$ cat src/rtl/wdt_pkg.sv
package wdt_pkg;

    typedef enum logic [1:0] {
        WD_IDLE = 2'd0,
        WD_RUN  = 2'd1,
        WD_FIRE = 2'd2
    } wd_state_e;

    typedef struct packed {
        logic       src_main;
        logic [1:0] ivl;
    } wd_cfg_t;

    localparam int unsigned NUM_TAPS = 4;

endpackage

$ cat src/rtl/wdt_prescaler.sv
module wdt_prescaler #(
    parameter int unsigned W    = 20,
    parameter int unsigned DIV  = 1,
    parameter int unsigned TAPS [wdt_pkg::NUM_TAPS] = '{12, 14, 16, 19}
) (
    input  logic                         clk,
    input  logic                         rst_n,
    input  logic                         clr,
    output logic [wdt_pkg::NUM_TAPS-1:0] tap_pulse
);
    localparam int unsigned DW = (DIV > 1) ? $clog2(DIV) : 1;

    logic         tick;
    logic [W-1:0] chain_q;

    // Count enable: every cycle, or once per DIV cycles
    generate
        if (DIV <= 1) begin : g_nodiv
            assign tick = 1'b1;
        end else begin : g_div
            logic [DW-1:0] div_q;
            always_ff @(posedge clk or negedge rst_n) begin
                if (!rst_n)
                    div_q <= '0;
                else if (div_q == DW'(DIV - 1))
                    div_q <= '0;
                else
                    div_q <= div_q + DW'(1);
            end
            assign tick = (div_q == DW'(DIV - 1));
        end
    endgenerate

    always_ff @(posedge clk or negedge rst_n) begin
        if (!rst_n)
            chain_q <= '0;
        else if (clr)
            chain_q <= '0;
        else if (tick)
            chain_q <= chain_q + W'(1);
    end

    // One registered pulse per tap each time its low bits wrap
    generate
        for (genvar i = 0; i < wdt_pkg::NUM_TAPS; i++) begin : g_tap
            localparam logic [W-1:0] MASK = W'((64'd1 << TAPS[i]) - 64'd1);
            always_ff @(posedge clk or negedge rst_n) begin
                if (!rst_n)
                    tap_pulse[i] <= 1'b0;
                else
                    tap_pulse[i] <= !clr && tick && ((chain_q & MASK) == MASK);
            end
        end
    endgenerate

endmodule

$ cat src/rtl/wdt_tap_mux.sv
module wdt_tap_mux (
    input  wdt_pkg::wd_cfg_t             cfg,
    input  logic [wdt_pkg::NUM_TAPS-1:0] main_taps,
    input  logic [wdt_pkg::NUM_TAPS-1:0] sub_taps,
    output logic                         tap
);
    always_comb begin
        if (cfg.src_main)
            tap = main_taps[cfg.ivl];
        else
            tap = sub_taps[cfg.ivl];
    end
endmodule

$ cat src/rtl/wdt_ctrl.sv
module wdt_ctrl #(
    parameter int unsigned RST_HOLD = 4
) (
    input  logic                clk,
    input  logic                rst_n,
    input  logic                start,
    input  logic                wd_clear,
    input  logic                tap,
    input  wdt_pkg::wd_cfg_t    cfg_in,
    output wdt_pkg::wd_state_e  state,
    output logic [1:0]          step,
    output wdt_pkg::wd_cfg_t    cfg,
    output logic                rst_req
);
    import wdt_pkg::*;

    localparam int unsigned HW = $clog2(RST_HOLD + 1);

    wd_state_e     state_q, state_d;
    logic [1:0]    step_q;
    logic [HW-1:0] hold_q;
    wd_cfg_t       cfg_q;

    // Next-state decode
    always_comb begin
        state_d = state_q;
        unique case (state_q)
            WD_IDLE: if (start) state_d = WD_RUN;
            WD_RUN:  if (!wd_clear && tap && step_q == 2'd3) state_d = WD_FIRE;
            WD_FIRE: if (hold_q == HW'(RST_HOLD - 1)) state_d = WD_IDLE;
            default: state_d = WD_IDLE;
        endcase
    end

    // State register
    always_ff @(posedge clk or negedge rst_n) begin
        if (!rst_n)
            state_q <= WD_IDLE;
        else
            state_q <= state_d;
    end

    // Step counter, hold timer and captured configuration
    always_ff @(posedge clk or negedge rst_n) begin
        if (!rst_n) begin
            step_q <= 2'd0;
            hold_q <= '0;
            cfg_q  <= '0;
        end else begin
            unique case (state_q)
                WD_IDLE: begin
                    step_q <= 2'd0;
                    hold_q <= '0;
                    if (start) cfg_q <= cfg_in;
                end
                WD_RUN: begin
                    hold_q <= '0;
                    if (wd_clear)
                        step_q <= 2'd0;
                    else if (tap)
                        step_q <= step_q + 2'd1;
                end
                WD_FIRE: begin
                    step_q <= 2'd0;
                    hold_q <= hold_q + HW'(1);
                end
                default: begin
                    step_q <= 2'd0;
                    hold_q <= '0;
                end
            endcase
        end
    end

    // Outputs
    always_comb begin
        rst_req = (state_q == WD_FIRE);
        state   = state_q;
        step    = step_q;
        cfg     = cfg_q;
    end

endmodule

$ cat src/rtl/wdt_top.sv
module wdt_top #(
    parameter int unsigned MAIN_W    = 20,
    parameter int unsigned SUB_W     = 16,
    parameter int unsigned SUB_DIV   = 122,
    parameter int unsigned MAIN_TAPS [wdt_pkg::NUM_TAPS] = '{12, 14, 16, 19},
    parameter int unsigned SUB_TAPS  [wdt_pkg::NUM_TAPS] = '{10, 13, 14, 15},
    parameter int unsigned RST_HOLD  = 4
) (
    input  logic       clk,
    input  logic       rst_n,
    input  logic       src_main,
    input  logic [1:0] ivl_sel,
    input  logic       start,
    input  logic       wd_clear,
    input  logic       tb_clear,
    output logic       rst_req
);
    import wdt_pkg::*;

    logic [NUM_TAPS-1:0] main_taps_w, sub_taps_w;
    logic                tap_w;
    wd_cfg_t             cfg_in_w, cfg_w;
    wd_state_e           state_w;
    logic [1:0]          step_w;

    assign cfg_in_w = '{src_main: src_main, ivl: ivl_sel};

    wdt_prescaler #(.W(MAIN_W), .DIV(1), .TAPS(MAIN_TAPS)) u_tbase (
        .clk       (clk),
        .rst_n     (rst_n),
        .clr       (tb_clear),
        .tap_pulse (main_taps_w)
    );

    wdt_prescaler #(.W(SUB_W), .DIV(SUB_DIV), .TAPS(SUB_TAPS)) u_watch (
        .clk       (clk),
        .rst_n     (rst_n),
        .clr       (1'b0),
        .tap_pulse (sub_taps_w)
    );

    wdt_tap_mux u_mux (
        .cfg       (cfg_w),
        .main_taps (main_taps_w),
        .sub_taps  (sub_taps_w),
        .tap       (tap_w)
    );

    wdt_ctrl #(.RST_HOLD(RST_HOLD)) u_ctrl (
        .clk      (clk),
        .rst_n    (rst_n),
        .start    (start),
        .wd_clear (wd_clear),
        .tap      (tap_w),
        .cfg_in   (cfg_in_w),
        .state    (state_w),
        .step     (step_w),
        .cfg      (cfg_w),
        .rst_req  (rst_req)
    );

endmodule

$ cat config.mk
export PLATFORM = sky130hd
export DESIGN_NAME = wdt_top
export DESIGN_NICKNAME = d
export VERILOG_FILES = /design/src/rtl/wdt_pkg.sv /design/src/rtl/wdt_prescaler.sv /design/src/rtl/wdt_tap_mux.sv /design/src/rtl/wdt_ctrl.sv /design/src/rtl/wdt_top.sv
export SDC_FILE = /design/constraint.sdc
export NUM_CORES = 1
export LEC_CHECK = 0
export CORE_MARGIN = 8
export CORE_UTILIZATION = 30
export CTS_CLUSTER_SIZE = 30
export DETAILED_ROUTE_END_ITERATION = 8
export PLACE_DENSITY = 0.44
export REMOVE_ABC_BUFFERS = 1
export SYNTH_ARGS = -nofsm -noshare
export SYNTH_HDL_FRONTEND = slang
export SYNTH_HIERARCHICAL = 1
export SYNTH_SLANG_ARGS = --single-unit
$ cat constraint.sdc
create_clock -name clk -period 1.69 [get_ports clk]
set_input_delay 0.338 -clock clk [delete_from_list [all_inputs] [get_ports clk]]
set_output_delay 0.338 -clock clk [all_outputs]
set_load 0.02 [all_outputs]
### Yosys cells after proc, flatten, opt, wreduce, memory -nomap -nowiden

Cells that the tools add are included.
W data, S select, Z words.

* $add $sub $neg: 5
* $lt $le $gt $ge: 1
* equal/unequal tests: 17
* mux-type cells: 15
* reduce and logical (&&, ||, !) cells: 15

Operators with widths (count)
* $eq A14 B14 Y1 const B: 2
* $add A20 B1 Y20 const B: 1
* $mux W20: 1
* $eq A19 B19 Y1 const B: 1
* $add A16 B1 Y16 const B: 1
* $eq A16 B16 Y1 const B: 1
* $eq A15 B15 Y1 const B: 1
* $eq A13 B13 Y1 const B: 1
* $eq A12 B12 Y1 const B: 1
* $mux W2: 6
* $eq A10 B10 Y1 const B: 1
* $logic_and A1 B1 Y1: 10
* $add A7 B1 Y7 const B: 1
* $eq A7 B7 Y1 const B: 1
* $mux W7: 1
* $pmux W2 S3: 1
* $bmux W1 S2: 2
* $eq A2 B2 Y1 const B: 2
* $ne A2 B1 Y1 const B: 2
* $add A3 B1 Y3 const B: 1
* $eq A3 B2 Y1 const B: 1
* $lt A2 B3 Y1 const B: 1
* $mux W1: 3
* $mux W3: 1
* 8 further kinds: 9

* flip-flop bits (word level): 61
* input port bits: 8
* output and inout bits: 1
* logic and storage cells: 69

### Longest topological paths before layout

* depth in word-level cells: 7
* depth in mapped cells: 6
* depth with buffers taken out: 6

### Modules after synthesis

Netlist, hierarchy kept.

By module, submodules not included
* wdt_prescaler (u_watch): instances 1, cells an instance 125, area each 1239.9 µm², sequential area each 650.6 µm²
* wdt_prescaler (u_tbase): instances 1, cells an instance 100, area each 1037.2 µm², sequential area each 575.6 µm²
* wdt_ctrl: instances 1, cells an instance 33, area each 439.2 µm², sequential area each 250.2 µm²
* wdt_tap_mux: instances 1, cells an instance 3, area each 63.8 µm², sequential area each 0.0 µm²
* wdt_top: instances 1, cells an instance 1, area each 3.8 µm², sequential area each 0.0 µm²

### Worst setup path before layout

OpenSTA, ideal clock, no wires.

* path kind: register to register
* from: reg u_watch.g_div.div_q[1]
* to: reg u_watch.chain_q[11]
* setup time: 0.077 ns
* arrival: 1.764 ns
* required time: 1.613 ns
* path slack: -0.151 ns
* cell stages (with the launch flop): 7
* buffers on the path: 0
* period minus slack after synthesis: 1.841 ns
* cell sequence: dfrtp_1 inv_1 ha_1 nand3b_4 or4_4 or3_1 a21oi_1

* cells in the longest elaborated chain, start to end: 1

Ends and longest elaborated chain
* start, declared: line wdt_prescaler.sv:21 `logic [DW-1:0] div_q;`
* start signal, assigned: line wdt_prescaler.sv:28 `div_q <= div_q + DW'(1);`
* $eq A7 B7 Y1: line wdt_prescaler.sv:30 `assign tick = (div_q == DW'(DIV - 1));`
* end signal, assigned: line wdt_prescaler.sv:40 `chain_q <= chain_q + W'(1);`
* end, declared: line wdt_prescaler.sv:14 `logic [W-1:0] chain_q;`

No other way between the ends.
A chain may end at the register's enable or synchronous reset.

### Worst setup path after layout

Same ends and word-level chain as after synthesis.

==> results.cfg <==
[floorplanning]
core_area_um2 = 9110
die_height_um = 112
die_x_um = 112
dieArea_um2 = 12600
num_rows = 35
ios = 9
start_util_pct = 30.6

[worst_setup_path]
critPathKind = register to register
crit_family = simple AND/OR/NAND/NOR gates
endpoint_kind = register
crit_buf_inv = 1
cp_num_cells = 6
r2r_cells = 6
arrival_ps = 1920
worstSetupStartpointType = register
cp_max_fo = 7
worstPathRequired_ps = 1940
cpMaxStageDelayCell = or4_4
slowest_delay_ps = 460
path_cells = inv_2 > ha_4 > nand3b_4 > or4_4 > or3_1 > a21oi_1

[logic_synthesis]
synth_area_um2 = 2780
synth-seq-cells = 59
synthCells = 262
yosys_warnings = 6
synth-async-reset-ratio_pct = 100
synth-main-ff-cell = dfrtp_1
avgSynthCellArea_um2 = 10.6
synth_edf_count = 0
yosysUniqueCellTypes = 44
seq_area_frac_synth_pct = 53.0

[cts]
tritoncts = built
ctsHoldBuffers = 0
insertion_delay_ps = 320
clock-sinks = 59
clk_path_buf_depth = 2
cts_made_buffers = 9
cts.root.buffer_cell = clkbuf_8
path_clk_slew_ps = 70
htreeDepth = 3

[global_route]
antenna_found_initial = 0
grt_max_degree = 60
grt_pass1_vias = 2168
gr-total-overflow = 0
track_usage_pct = 9.73
grt_first_pass_wirelength_mm = 9.95

[power]
power_leakage_uw = 0.00157
p_total_uw = 2930
powerDensity_nw_per_um2 = 814
ir_drop_uv = 256

[place]
place_congestion = 0.718
port_buffers = 8
dp_cells = 418
dp_hpwl_mm = 3.74
place_ws_ps = -175

[timing]
clock.fmax_mhz = 600
setup_slack_ps = 22.9
final.period_utilization_pct = 98.6
setup_viol = 0
rsz0062_at_grt = true
fin_crit_ps = 1670
finalHoldViolations = 0
clock_skew_ps = 11.2
slew_violations = 0

[job]
cap_violations = 0

[hold_path]
hold_path_class = input port to async pin

[layout]
final_cell_mix = dfrtp_1, buf_4, nor2_1, a21oi_1, o21ai_0
area_growth_pct = 29.5
fin_cells = 437
final_nets = 337
n_antenna_cell = 0
layout_commonest_cell = dfrtp_1
drive_above_1_share_pct = 27.0

[drt]
drc = 0
routed_via_density = 4.79
routed_wl_mm = 5.57
drt-initial-drc-count = 110
first_pass_iters = 4
vias = 2092
drt.antenna.violating_nets = 0
routedWlPerCell_um = 12.7

[status]
status = completed
[per-layer routing]
layer | up-vias | routed length, µm | global-route usage, %
met5 | - | 0 | 0
met4 | 0 | 75 | 4.32
met3 | 9 | 175 | 2.90
met2 | 18 | 2580 | 15.4
met1 | 1019 | 2740 | 12.0
li1 | 1046 | - | -
[cell families (layout without fill, tap and decap cells)]
family	count (synthesis)	in the layout	synth area share [%]
AO/OA/AOI/OAI	37	37	7.19
buffers and inverters	14	78	1.93
flip-flops	59	59	53.0
AND/OR/NAND/NOR	117	117	24.4
other	1	1	0.135
adder cells (fa/ha/maj)	7	7	3.15
multiplexers	7	7	3.87
XOR/XNOR	20	20	6.29
[power by group]
| part | internal, µW | total, µW | switching [µW] |
|---|---|---|---|
| registers | 1440 | 1460 | 20.3 |
| clock network | 836 | 1360 | 525 |
| logic | 57.1 | 118 | 60.6 |
| total | 2330 | 2930 | 606 |
[synth_stat cells (2+ instances only)]
cell type / count / share of area (%)
a21oi_1: 16 / 2.9
and2_1: 3 / 0.67
and3_1: 3 / 0.67
and4_1: 4 / 1.3
and4b_1: 2 / 0.72
clkbuf_1: 5 / 0.67
dfrtp_1: 59 / 53
ha_1: 7 / 3.1
inv_1: 8 / 1.1
mux2_1: 3 / 1.2
mux4_1: 2 / 1.9
nand2_1: 13 / 1.8
nand3_1: 14 / 2.5
nand4_1: 6 / 1.3
nor2_1: 32 / 4.3
nor2b_1: 2 / 0.45
nor3_1: 7 / 1.3
nor4_1: 3 / 0.67
o21ai_0: 17 / 3.1
or3_1: 11 / 2.5
or3_2: 2 / 0.54
or4_1: 2 / 0.54
or4_4: 2 / 0.81
xnor2_1: 11 / 3.5
xor2_1: 9 / 2.8
[stage by stage]
| step | util [%] | area, µm² | hold slack, ps | setup TNS, ps |
|---|---|---|---|---|
| 4_1_cts | 38.9 | 3540 | 11.1 | 0 |
| 5_1_grt | 39.6 | 3610 | 21.6 | -218 |
| 2_1_floorplan | - | 2760 | 42.4 | -626 |
| 3_5_place_dp | 36.3 | 3310 | 375 | -587 |
| 3_3_place_gp | 36.3 | 3310 | 375 | -474 |
| 6_report | 39.6 | 3610 | 0.693 | 0 |
[state kept, by name, indices dropped and copies added, names as in the netlist]
register / cells
u_tbase/chain_q: 19
u_ctrl/state: 2
u_watch/chain_q: 15
u_ctrl/step: 2
u_ctrl/cfg: 3
u_watch/tap_pulse: 4
u_watch/g_div.div_q: 7
u_ctrl/hold_q: 3
u_tbase/tap_pulse: 4
[worst paths after layout]
check,to,slack (ps),from
max in group asynchronous,u_tbase/chain_q[16],1410,rst_n
min in group clk,u_ctrl/hold_q[0],430,u_ctrl/hold_q[0]
min reg2reg,u_ctrl/hold_q[0],430,u_ctrl/hold_q[0]
min,u_tbase/chain_q[10],0.7,rst_n
max reg2reg,u_watch/chain_q[11],20,u_watch/g_div.div_q[1]
max,u_watch/chain_q[11],20,u_watch/g_div.div_q[1]
[area by class of cell]
| class | instances | area (µm²) |
|---|---|---|
| tap | 111 | 139 |
| timing repair buffer | 55 | 444 |
| clock buffer | 14 | 183 |
| multi-input combinational | 189 | 1300 |
| inverter | 8 | 30.0 |
| fill | 916 | 5500 |
| sequential | 59 | 1480 |
| clock inverter | 1 | 30.0 |
[what timing repair did]
action / 4_1_cts / 5_1_grt
gates resized for setup: 11 / 11
setup endpoints to repair: 10 / 14
pin swaps: 7 / 7
setup buffers: 0 / 5
hold endpoints to repair: 0 / 0
Power figures use the tool's default switching activity.
